===== src/rtl/dram_wr_pkg.sv =====
`timescale 1ns/1ps
package dram_wr_pkg;
    localparam int MUX_SLOW_BIT = 5;
    localparam int RAS_SLOW_BIT = 3;
    localparam int CAS_SEL_LSB  = 12;

    typedef enum logic [2:0] {
        PH_IDLE, PH_ROWSET, PH_ROWHOLD, PH_COLSET, PH_CASLO, PH_TAIL, PH_PRECH
    } phase_e;

    typedef struct packed {
        logic       mux_slow;
        logic       ras_slow;
        logic [1:0] cas_sel;
    } timing_cfg_t;
endpackage


===== src/rtl/dram_wr_timing.sv =====
`timescale 1ns/1ps
module dram_wr_timing
    import dram_wr_pkg::*;
#(
    parameter int CNT_W        = 4,
    parameter int ROW_HOLD     = 1,
    parameter int RAS_MIN_FAST = 3,
    parameter int RAS_MIN_SLOW = 4,
    parameter int PRE_FAST     = 2,
    parameter int PRE_SLOW     = 4
) (
    input  timing_cfg_t      cfg,
    output logic [CNT_W-1:0] hold_len,
    output logic [CNT_W-1:0] colset_len,
    output logic [CNT_W-1:0] cas_len,
    output logic [CNT_W-1:0] tail_len,
    output logic [CNT_W-1:0] pre_len
);
    localparam int SUM_W = CNT_W + 2;

    logic [SUM_W-1:0] used;
    logic [SUM_W-1:0] ras_min;

    always_comb begin
        hold_len   = CNT_W'(ROW_HOLD);
        colset_len = cfg.mux_slow ? CNT_W'(2) : CNT_W'(1);
        cas_len    = CNT_W'({2'b00, cfg.cas_sel}) + CNT_W'(1);
        pre_len    = cfg.ras_slow ? CNT_W'(PRE_SLOW) : CNT_W'(PRE_FAST);
        ras_min    = cfg.ras_slow ? SUM_W'(RAS_MIN_SLOW) : SUM_W'(RAS_MIN_FAST);
        used       = SUM_W'(hold_len) + SUM_W'(colset_len) + SUM_W'(cas_len);
        if (ras_min > used + SUM_W'(1))
            tail_len = CNT_W'(ras_min - used);
        else
            tail_len = CNT_W'(1);
    end
endmodule


===== src/rtl/dram_wr_ctrl.sv =====
`timescale 1ns/1ps
module dram_wr_ctrl
    import dram_wr_pkg::*;
#(
    parameter int AW        = 12,
    parameter int DW        = 16,
    parameter int CNT_W     = 4,
    parameter int ROW_SETUP = 2
) (
    input  logic             clk,
    input  logic             rst_n,
    input  logic             req,
    input  logic [15:0]      cfg_word,
    input  logic [AW-1:0]    row_addr,
    input  logic [AW-1:0]    col_addr,
    input  logic [DW-1:0]    wdata,
    input  logic [CNT_W-1:0] hold_len,
    input  logic [CNT_W-1:0] colset_len,
    input  logic [CNT_W-1:0] cas_len,
    input  logic [CNT_W-1:0] tail_len,
    input  logic [CNT_W-1:0] pre_len,
    output timing_cfg_t      cfg_cur,
    output logic             busy,
    output logic             done,
    output logic [AW-1:0]    addr,
    output logic             ras_n,
    output logic             cas_n,
    output logic             we_n,
    output logic [DW-1:0]    dq_out,
    output logic             dq_oe
);
    typedef struct packed {
        phase_e            ph;
        logic [CNT_W-1:0]  cnt;
        timing_cfg_t       cfg;
        logic [AW-1:0]     row;
        logic [AW-1:0]     col;
        logic [DW-1:0]     data;
        logic [AW-1:0]     addr;
        logic              done;
        logic              ras_n;
        logic              cas_n;
        logic              we_n;
        logic              dq_oe;
    } seq_state_t;

    seq_state_t st_d, st_q;

    always_comb begin
        st_d      = st_q;
        st_d.done = 1'b0;
        if (st_q.cnt != '0) begin
            st_d.cnt = st_q.cnt - CNT_W'(1);
        end else begin
            unique case (st_q.ph)
                PH_IDLE: if (req) begin
                    st_d.ph  = PH_ROWSET;
                    st_d.cnt = CNT_W'(ROW_SETUP - 1);
                    st_d.cfg.mux_slow = cfg_word[MUX_SLOW_BIT];
                    st_d.cfg.ras_slow = cfg_word[RAS_SLOW_BIT];
                    st_d.cfg.cas_sel  = cfg_word[CAS_SEL_LSB+1:CAS_SEL_LSB];
                    st_d.row  = row_addr;
                    st_d.col  = col_addr;
                    st_d.data = wdata;
                end
                PH_ROWSET:  begin st_d.ph = PH_ROWHOLD; st_d.cnt = hold_len - CNT_W'(1);   end
                PH_ROWHOLD: begin st_d.ph = PH_COLSET;  st_d.cnt = colset_len - CNT_W'(1); end
                PH_COLSET:  begin st_d.ph = PH_CASLO;   st_d.cnt = cas_len - CNT_W'(1);    end
                PH_CASLO:   begin st_d.ph = PH_TAIL;    st_d.cnt = tail_len - CNT_W'(1);   end
                PH_TAIL:    begin st_d.ph = PH_PRECH;   st_d.cnt = pre_len - CNT_W'(1);    end
                PH_PRECH:   begin st_d.ph = PH_IDLE;    st_d.done = 1'b1;                 end
                default:    st_d.ph = PH_IDLE;
            endcase
        end

        st_d.ras_n = !(st_d.ph inside {PH_ROWHOLD, PH_COLSET, PH_CASLO, PH_TAIL});
        st_d.cas_n = (st_d.ph != PH_CASLO);
        st_d.dq_oe = st_d.ph inside {PH_ROWSET, PH_ROWHOLD, PH_COLSET, PH_CASLO, PH_TAIL};
        st_d.we_n  = !st_d.dq_oe;
        if (st_d.ph inside {PH_ROWSET, PH_ROWHOLD})
            st_d.addr = st_d.row;
        else if (st_d.ph inside {PH_COLSET, PH_CASLO, PH_TAIL})
            st_d.addr = st_d.col;
    end

    always_ff @(posedge clk) begin
        if (!rst_n) begin
            st_q       <= '0;
            st_q.ph    <= PH_IDLE;
            st_q.ras_n <= 1'b1;
            st_q.cas_n <= 1'b1;
            st_q.we_n  <= 1'b1;
        end else begin
            st_q <= st_d;
        end
    end

    assign cfg_cur = st_q.cfg;
    assign busy    = (st_q.ph != PH_IDLE);
    assign done    = st_q.done;
    assign addr    = st_q.addr;
    assign ras_n   = st_q.ras_n;
    assign cas_n   = st_q.cas_n;
    assign we_n    = st_q.we_n;
    assign dq_out  = st_q.data;
    assign dq_oe   = st_q.dq_oe;

    // CAS only ever falls inside a RAS low period
    assert_cas_in_ras_R3: assert property (@(posedge clk) disable iff (!rst_n)
        !cas_n |-> !ras_n);
    // the column address does not move while CAS is low
    assert_col_stable_R4: assert property (@(posedge clk) disable iff (!rst_n)
        (!cas_n && $past(!cas_n)) |-> $stable(addr));
    // CAS is already high in the clock before RAS rises
    assert_ras_after_cas_R5: assert property (@(posedge clk) disable iff (!rst_n)
        $rose(ras_n) |-> $past(cas_n));
    // write enable and data drive are active before CAS falls
    assert_we_lead_R6: assert property (@(posedge clk) disable iff (!rst_n)
        $fell(cas_n) |-> ($past(!we_n) && $past(dq_oe)));
    // done lasts one clock and is never seen together with busy
    assert_done_pulse_R7: assert property (@(posedge clk) disable iff (!rst_n)
        done |=> !done);
    assert_done_idle_R7: assert property (@(posedge clk) disable iff (!rst_n)
        done |-> !busy);
    // captured row and column do not change during a cycle
    assert_hold_req_R8: assert property (@(posedge clk) disable iff (!rst_n)
        (busy && $past(busy)) |-> ($stable(st_q.row) && $stable(st_q.col) && $stable(dq_out)));
    // captured timing fields hold for the whole cycle
    assert_cfg_stable_R9: assert property (@(posedge clk) disable iff (!rst_n)
        (busy && $past(busy)) |-> $stable(cfg_cur));
endmodule


===== src/rtl/dram_wr_seq.sv =====
`timescale 1ns/1ps
module dram_wr_seq
    import dram_wr_pkg::*;
#(
    parameter int AW           = 12,
    parameter int DW           = 16,
    parameter int CNT_W        = 4,
    parameter int ROW_SETUP    = 2,
    parameter int ROW_HOLD     = 1,
    parameter int RAS_MIN_FAST = 3,
    parameter int RAS_MIN_SLOW = 4,
    parameter int PRE_FAST     = 2,
    parameter int PRE_SLOW     = 4
) (
    input  logic          clk,
    input  logic          rst_n,
    input  logic          req,
    input  logic [15:0]   cfg_word,
    input  logic [AW-1:0] row_addr,
    input  logic [AW-1:0] col_addr,
    input  logic [DW-1:0] wdata,
    output logic          busy,
    output logic          done,
    output logic [AW-1:0] addr,
    output logic          ras_n,
    output logic          cas_n,
    output logic          we_n,
    output logic          oe_n,
    output logic [DW-1:0] dq_out,
    output logic          dq_oe
);
    timing_cfg_t      cfg_cur;
    logic [CNT_W-1:0] hold_len, colset_len, cas_len, tail_len, pre_len;

    dram_wr_timing #(
        .CNT_W(CNT_W), .ROW_HOLD(ROW_HOLD),
        .RAS_MIN_FAST(RAS_MIN_FAST), .RAS_MIN_SLOW(RAS_MIN_SLOW),
        .PRE_FAST(PRE_FAST), .PRE_SLOW(PRE_SLOW)
    ) u_timing (
        .cfg(cfg_cur), .hold_len(hold_len), .colset_len(colset_len),
        .cas_len(cas_len), .tail_len(tail_len), .pre_len(pre_len)
    );

    dram_wr_ctrl #(
        .AW(AW), .DW(DW), .CNT_W(CNT_W), .ROW_SETUP(ROW_SETUP)
    ) u_ctrl (
        .clk(clk), .rst_n(rst_n), .req(req), .cfg_word(cfg_word),
        .row_addr(row_addr), .col_addr(col_addr), .wdata(wdata),
        .hold_len(hold_len), .colset_len(colset_len), .cas_len(cas_len),
        .tail_len(tail_len), .pre_len(pre_len), .cfg_cur(cfg_cur),
        .busy(busy), .done(done), .addr(addr), .ras_n(ras_n),
        .cas_n(cas_n), .we_n(we_n), .dq_out(dq_out), .dq_oe(dq_oe)
    );

    // a write-only sequencer never enables the DRAM outputs
    assign oe_n = 1'b1;
endmodule


===== config.mk =====
export PLATFORM = sky130hd
export DESIGN_NAME = dram_wr_seq
export DESIGN_NICKNAME = d
export VERILOG_FILES = /design/src/rtl/dram_wr_pkg.sv /design/src/rtl/dram_wr_timing.sv /design/src/rtl/dram_wr_ctrl.sv /design/src/rtl/dram_wr_seq.sv
export SDC_FILE = /design/constraint.sdc
export NUM_CORES = 1
export LEC_CHECK = 0
export ABC_AREA = 1
export BUFFER_PORTS_ARGS = -buffer_cell sky130_fd_sc_hd__clkbuf_2
export CAP_MARGIN = 40
export CORE_UTILIZATION = 57
export CTS_CLUSTER_SIZE = 8
export DETAILED_ROUTE_END_ITERATION = 6
export PLACE_DENSITY = 0.86
export SLEW_MARGIN = 5
export SYNTH_ARGS = -nofsm -noshare
export SYNTH_HDL_FRONTEND = slang
export SYNTH_SLANG_ARGS = --single-unit
export TNS_END_PERCENT = 30

===== constraint.sdc =====
create_clock -name clk -period 6.5 [get_ports clk]
set_input_delay 0 -clock clk [delete_from_list [all_inputs] [get_ports clk]]
set_output_delay 0 -clock clk [all_outputs]
set_load 0.05 [all_outputs]

# Word-level counts from Yosys, hierarchy flattened
# Index checks and enable logic that the tools add are counted.
[totals]
output_inout_bits = 35
inputBits = 59
word_cells = 68
reg_bits = 68
[op_classes]
n_reduce_logical = 14
add_sub_neg = 10
eq_ne = 13
n_bitwise = 2
muxes = 14
n_lt_le_gt_ge = 1
[ops]
columns = ["op", "count"]
rows = [
  ["2-to-1 mux 40 bit", 2],
  ["2-to-1 mux 51 bit", 1],
  ["2-to-1 mux 12 bit", 2],
  ["one-hot mux 4 bit (6 select lines)", 1],
  ["one-hot mux 3 bit (6 select lines)", 1],
  ["== test 3 bit (second input constant)", 5],
  ["== test 3 x 2 -> 1 bit (second input constant)", 4],
  ["2-to-1 mux 3 bit", 3],
  ["2-to-1 mux 4 bit", 2],
  ["nonzero test 4 bit", 2],
  ["subtractor 3 x 1 -> 4 bit (second input constant)", 2],
  ["subtractor 4 x 1 -> 4 bit (second input constant)", 2],
  ["nonzero test 7 bit", 1],
  ["adder 5 x 3 -> 6 bit", 1],
  ["adder 6 x 1 -> 6 bit (second input constant)", 1],
  ["== test 3 x 1 -> 1 bit (second input constant)", 2],
  ["greater-than comparator 6 bit", 1],
  ["nonzero test 3 bit", 2],
  ["adder 1 x 4 -> 5 bit (first input constant)", 1],
  ["nonzero test 5 bit", 1],
  ["nonzero test 2 bit", 2],
  ["subtractor 4 bit", 1],
  ["adder 2 x 1 -> 3 bit (second input constant)", 1],
  ["logical NOT 3 bit", 1],
  ["10 further kinds", 12],
]

# Longest topological paths before layout
[logic_depth]
word_depth = 9
depth_mapped = 19
depth_no_buf = 19

# Hierarchy
# Synthesis repeated with hierarchy kept, for this count alone.
[unflattened]
hier_cells = 517
area_unflattened_um2 = 3758.6
[by_module_without_submodules]
columns = ["module", "cells_per_inst", "n_inst", "area_each_um2", "seq_area_each_um2"]
rows = [
  ["dram_wr_ctrl", 439, 1, 3269.4, 1361.3],
  ["dram_wr_timing", 76, 1, 478.0, 0.0],
  ["dram_wr_seq", 2, 1, 11.3, 0.0],
]

# Worst setup path before layout
# No wires, ideal clock.
[synth_path]
path_kind = "reg-to-reg"
start = "register u_ctrl.st_q, in the netlist u_ctrl.cfg_cur[0]"
end = "register u_ctrl.st_q[62] (netlist bit)"
path_slack_ns = 3.481
t_arrival_ns = 2.904
period_less_slack_ns = 3.019
path_buffers = 0
path_stages_with_launch = 17
path_cell_list = "dfxtp_1 -> ha_1 -> fa_1 -> ha_1 -> inv_1 -> xor2_1 -> ha_1 -> nand3_1 -> nand2_1 -> nand2_1 -> nor2_2 -> nand3_1 -> nand2_1 -> nand2_1 -> ha_1 -> o22ai_1 -> o21a_1"
[synth_via]
elab_chain_cells = 8
elab_cells_between_ends = 10
cone_classes = "6 x add/sub; 1 x order compare; 3 x mux"
[synth_lines]
columns = ["element", "line_no", "rtl"]
rows = [
  ["from (decl)", "dram_wr_ctrl.sv:47", "seq_state_t st_d, st_q;"],
  ["from (signal assigned)", "dram_wr_ctrl.sv:94", "st_q <= st_d;"],
  ["adder 2 x 1 -> 3 bit (*)", "dram_wr_timing.sv:27", "cas_len = CNT_W'({2'b00, cfg.cas_sel}) + CNT_W'(1);"],
  ["adder 5 x 3 -> 6 bit", "dram_wr_timing.sv:30", "used = SUM_W'(hold_len) + SUM_W'(colset_len) + SUM_W'(cas_len);"],
  ["adder 6 x 1 -> 6 bit", "dram_wr_timing.sv:31", "if (ras_min > used + SUM_W'(1))"],
  ["greater-than comparator 6 bit", "dram_wr_timing.sv:31", ""],
  ["2-to-1 mux 4 bit", "dram_wr_timing.sv:31", ""],
  ["subtractor 4 x 1 -> 4 bit", "dram_wr_ctrl.sv:69", "PH_CASLO: begin st_d.ph = PH_TAIL; st_d.cnt = tail_len - CNT_W'(1); end"],
  ["one-hot mux 4 bit (6 select lines) (*)", "dram_wr_ctrl.sv:55", "unique case (st_q.ph)"],
  ["2-to-1 mux 4 bit (*)", "dram_wr_ctrl.sv:52", "if (st_q.cnt != '0) begin"],
]
# Every way passes the cells marked *; elsewhere a longest branch is shown, timed or not.
# A chain may end at the register's enable or synchronous reset.

# Worst setup path after layout
# Same ends and word-level chain as after synthesis.

==> metrics.cfg <==
[drt]
viasPerCell=5.06
drc=1
firstDrtPassIters=6
ant_nets=0
drt_iter0_markers=206
num_vias=3081
wl_per_cell_um=12.8
wirelength_mm=7.82

[critical_path]
path_class=reg -> reg
path_max_fanout=4
cp-end-kind=register
crit_arrival_ps=3580
worst_path_most_repeated_cell=ha_1
cp-endpoint=u_ctrl.st_q[62]
reg2regPathDepth=15
cp_slowest_cell=fa_1
crit_chain=ha_1, fa_1, ha_1, inv_1, xor2_1, ha_1, nand3_1, nand2_1, nand2_1, nor2_2, nand3_1, a21oi_2, ha_1, o22ai_1, o21a_1
crit_start=u_ctrl.cfg_cur[0]
r2r_start=u_ctrl.cfg_cur[0]
r2r_slack_ps=3200
r2r_end=u_ctrl.st_q[62]
max_stage_delay_ps=610
worstSetupStartpointType=register
required_ps=6780

[logic_synthesis]
synth_xor_area_share_pct=1.01
synth.avg_cell_area_um2=7.85
synth_compound_area_share_pct=7.30
ys_seq_elements=68
yosys.area_share.simple_pct=27.1
ys_async_sr_fraction_pct=0
synth_ff_type=dfxtp_1
synth_edf_count=0
yosysUniqueCellTypes=35
synth.most_common_cell=nor2_1
synth_top_cell_by_area=dfxtp_1
synthTopCellsByArea=dfxtp_1 39%, nor2_1 8.6%, buf_4 6.7%
synth_top_family_by_area=simple AND/OR/NAND/NOR gates
synth_fa_ha_area_share_pct=5.49
yosysWarningCount=0
synth.top_cells.by_count=79 x nor2_1, 68 x dfxtp_1, 60 x nand2_1
netlist_instances=441
yosysTopAreaCellShare_pct=39.3
synthesis.area_mm2=0.00346
synth_mux_area_share_pct=6.07
syn_nets=514
yosysSeqAreaShare_pct=39.3

[grt]
grt_pass1_vias=3060
grt_overflow_total=0
grt_antenna_before_repair=0
grt_pass1_wl_mm=13.1
grt_use_total_pct=26.2
grt_max_degree=45

[sta]
relSlewSlack_pct=50.1
clock_skew_ps=8.16
fin_crit_ps=3300
worst-slew-pin-transition_ps=749
hold_viol_final=0
setup_viol=0
slew_viol_final=0
setup_slack_ps=3200
rsz0062_at_grt=false
fin_crit_sh_pct=50.8
max_freq_mhz=303
fin_setup_tns_ps=0

[floorplan]
io_pins=94
core_mm2=0.00589
die_h_um=80.0
rows=28
die_w_um=80.0
initial_utilization_pct=58.8
die-area_mm2=0.00639

[run_status]
violations=DRC
outcome=complete, but fails checks

[worst_hold_path]
hold_class=in -> reg
holdPathStages=5

[placement]
hpwl_mm=4.88
numPortBuffers=80
gp_congestion=0.793
pre_cts_ws_ps=3210

[finish]
drive_above_1_share_pct=24.2
diodes=0
area_growth_pct=23.6
nNetsFinal=602
n_fill_cell=425

[power]
p_per_area_mw_per_mm2=596
leakage_nw=2.10
peakVddDrop_v=0.000355

[clock_tree]
clkLatencyLatePin_ps=330
clk_pin_slew_ps=70
cts_tree=yes
cts_buffer_depth=2
numCtsBuffers=9
clock-sinks=68
h-tree-depth=3
clock-root-buffer=clkbuf_8

[run]
cap_violations=0

-- cells in the final DEF (no fill, tap or decap), types with 5 or more instances in the layout --
cell type,n
nor2_1,79
clkbuf_2,80
dlygate4sd3_1,41
inv_1,33
o21ai_1,5
a21oi_1,7
nand2_1,60
o21ai_0,26
nand3_2,9
dfxtp_1,68
clkbuf_8,11
mux2i_1,21
nand3_1,34
inv_2,8
ha_1,12
-- worst min path at each step --
stage	start	end	slack (ps)
final	row_addr[11]	u_ctrl.st_q[56]	100
after detailed placement	wdata[14]	u_ctrl.dq_out[14]	230
after floorplan	wdata[10]	u_ctrl.dq_out[10]	130
after CTS	row_addr[11]	u_ctrl.st_q[56]	100
after global routing	row_addr[5]	u_ctrl.st_q[50]	130
after global placement	wdata[15]	u_ctrl.dq_out[15]	220
-- what timing repair did --
item / 4_1_cts / 5_1_grt
endpoints found under the hold margin: 41 / 0
hold buffers: 41 / 0
gates resized for setup: 0 / 0
buffers inserted: 0 / 0
-- through the flow --
stage               cell area [um2]  hold slack (ps)  util (%)  total power, W  std cells
finish                         4280              105      72.7         0.00255        609
global route                   4280              129      72.7         0.00278        609
CTS                            4280             97.0      72.7         0.00254        609
detailed placement             3670              232      62.3         0.00216        552
global placement               3640              220      61.8         0.00211        551
floorplan                      3460              135         -         0.00200        441
-- power by group --
group | total, W | switching, W | internal (W) | leakage [nW]
Combinational | 0.00157 | 0.00107 | 0.000501 | 1.44
Clock | 0.000352 | 0.000154 | 0.000197 | 0.102
Sequential | 0.000624 | 0.0000724 | 0.000551 | 0.557
Total | 0.00255 | 0.00130 | 0.00125 | 2.10
-- per-layer routing --
metal / wire, um / vias to the layer above / GRT usage, %
li1: - / 1560 / -
met1: 3360 / 1416 / 31.6
met2: 3980 / 87 / 45.1
met3: 312 / 18 / 4.57
met4: 172 / 0 / 12.1
met5: 0 / - / 0
-- worst max-delay path: cells and delay by family, from the launching register on --
family | cells | cell delay (ps)
and+or+nand+nor | 5 | 480
xor gates and xnor gates | 1 | 160
adders and majority gates | 5 | 1720
AOI/OAI and AO/OA | 3 | 480
buffers and inverters | 1 | 60
DFF | 1 | 350
-- cell families (layout without fill, tap and decap cells) --
logic type | after synthesis | in the layout
adder cells (fa/ha/maj) | 14 | 14
XOR/XNOR | 4 | 4
flip-flops | 68 | 68
multiplexers | 21 | 21
buffers and inverters | 86 | 179
AND/OR/NAND/NOR | 201 | 201
other | 1 | 1
AO/OA/AOI/OAI | 46 | 46
-- area by class of cell --
class | count | area [um2] | share of cell area (%)
Multi-Input combinational cell | 287 | 1630 | 38.1
Sequential cell | 68 | 1360 | 31.8
Timing Repair Buffer | 122 | 838 | 19.6
Clock buffer | 12 | 155 | 3.62
Inverter | 41 | 154 | 3.60
Tap cell | 75 | 93.8 | 2.19
Clock inverter | 4 | 47.5 | 1.11
-- sequential cells by signal, summed over array words and instances, names as in the netlist, 4 cells and up --
signal	flops
u_ctrl.addr	12
u_ctrl.cfg_cur	4
u_ctrl.dq_out	16
u_ctrl.st_q	31
No activity file was read; power rests on OpenSTA's default activity.
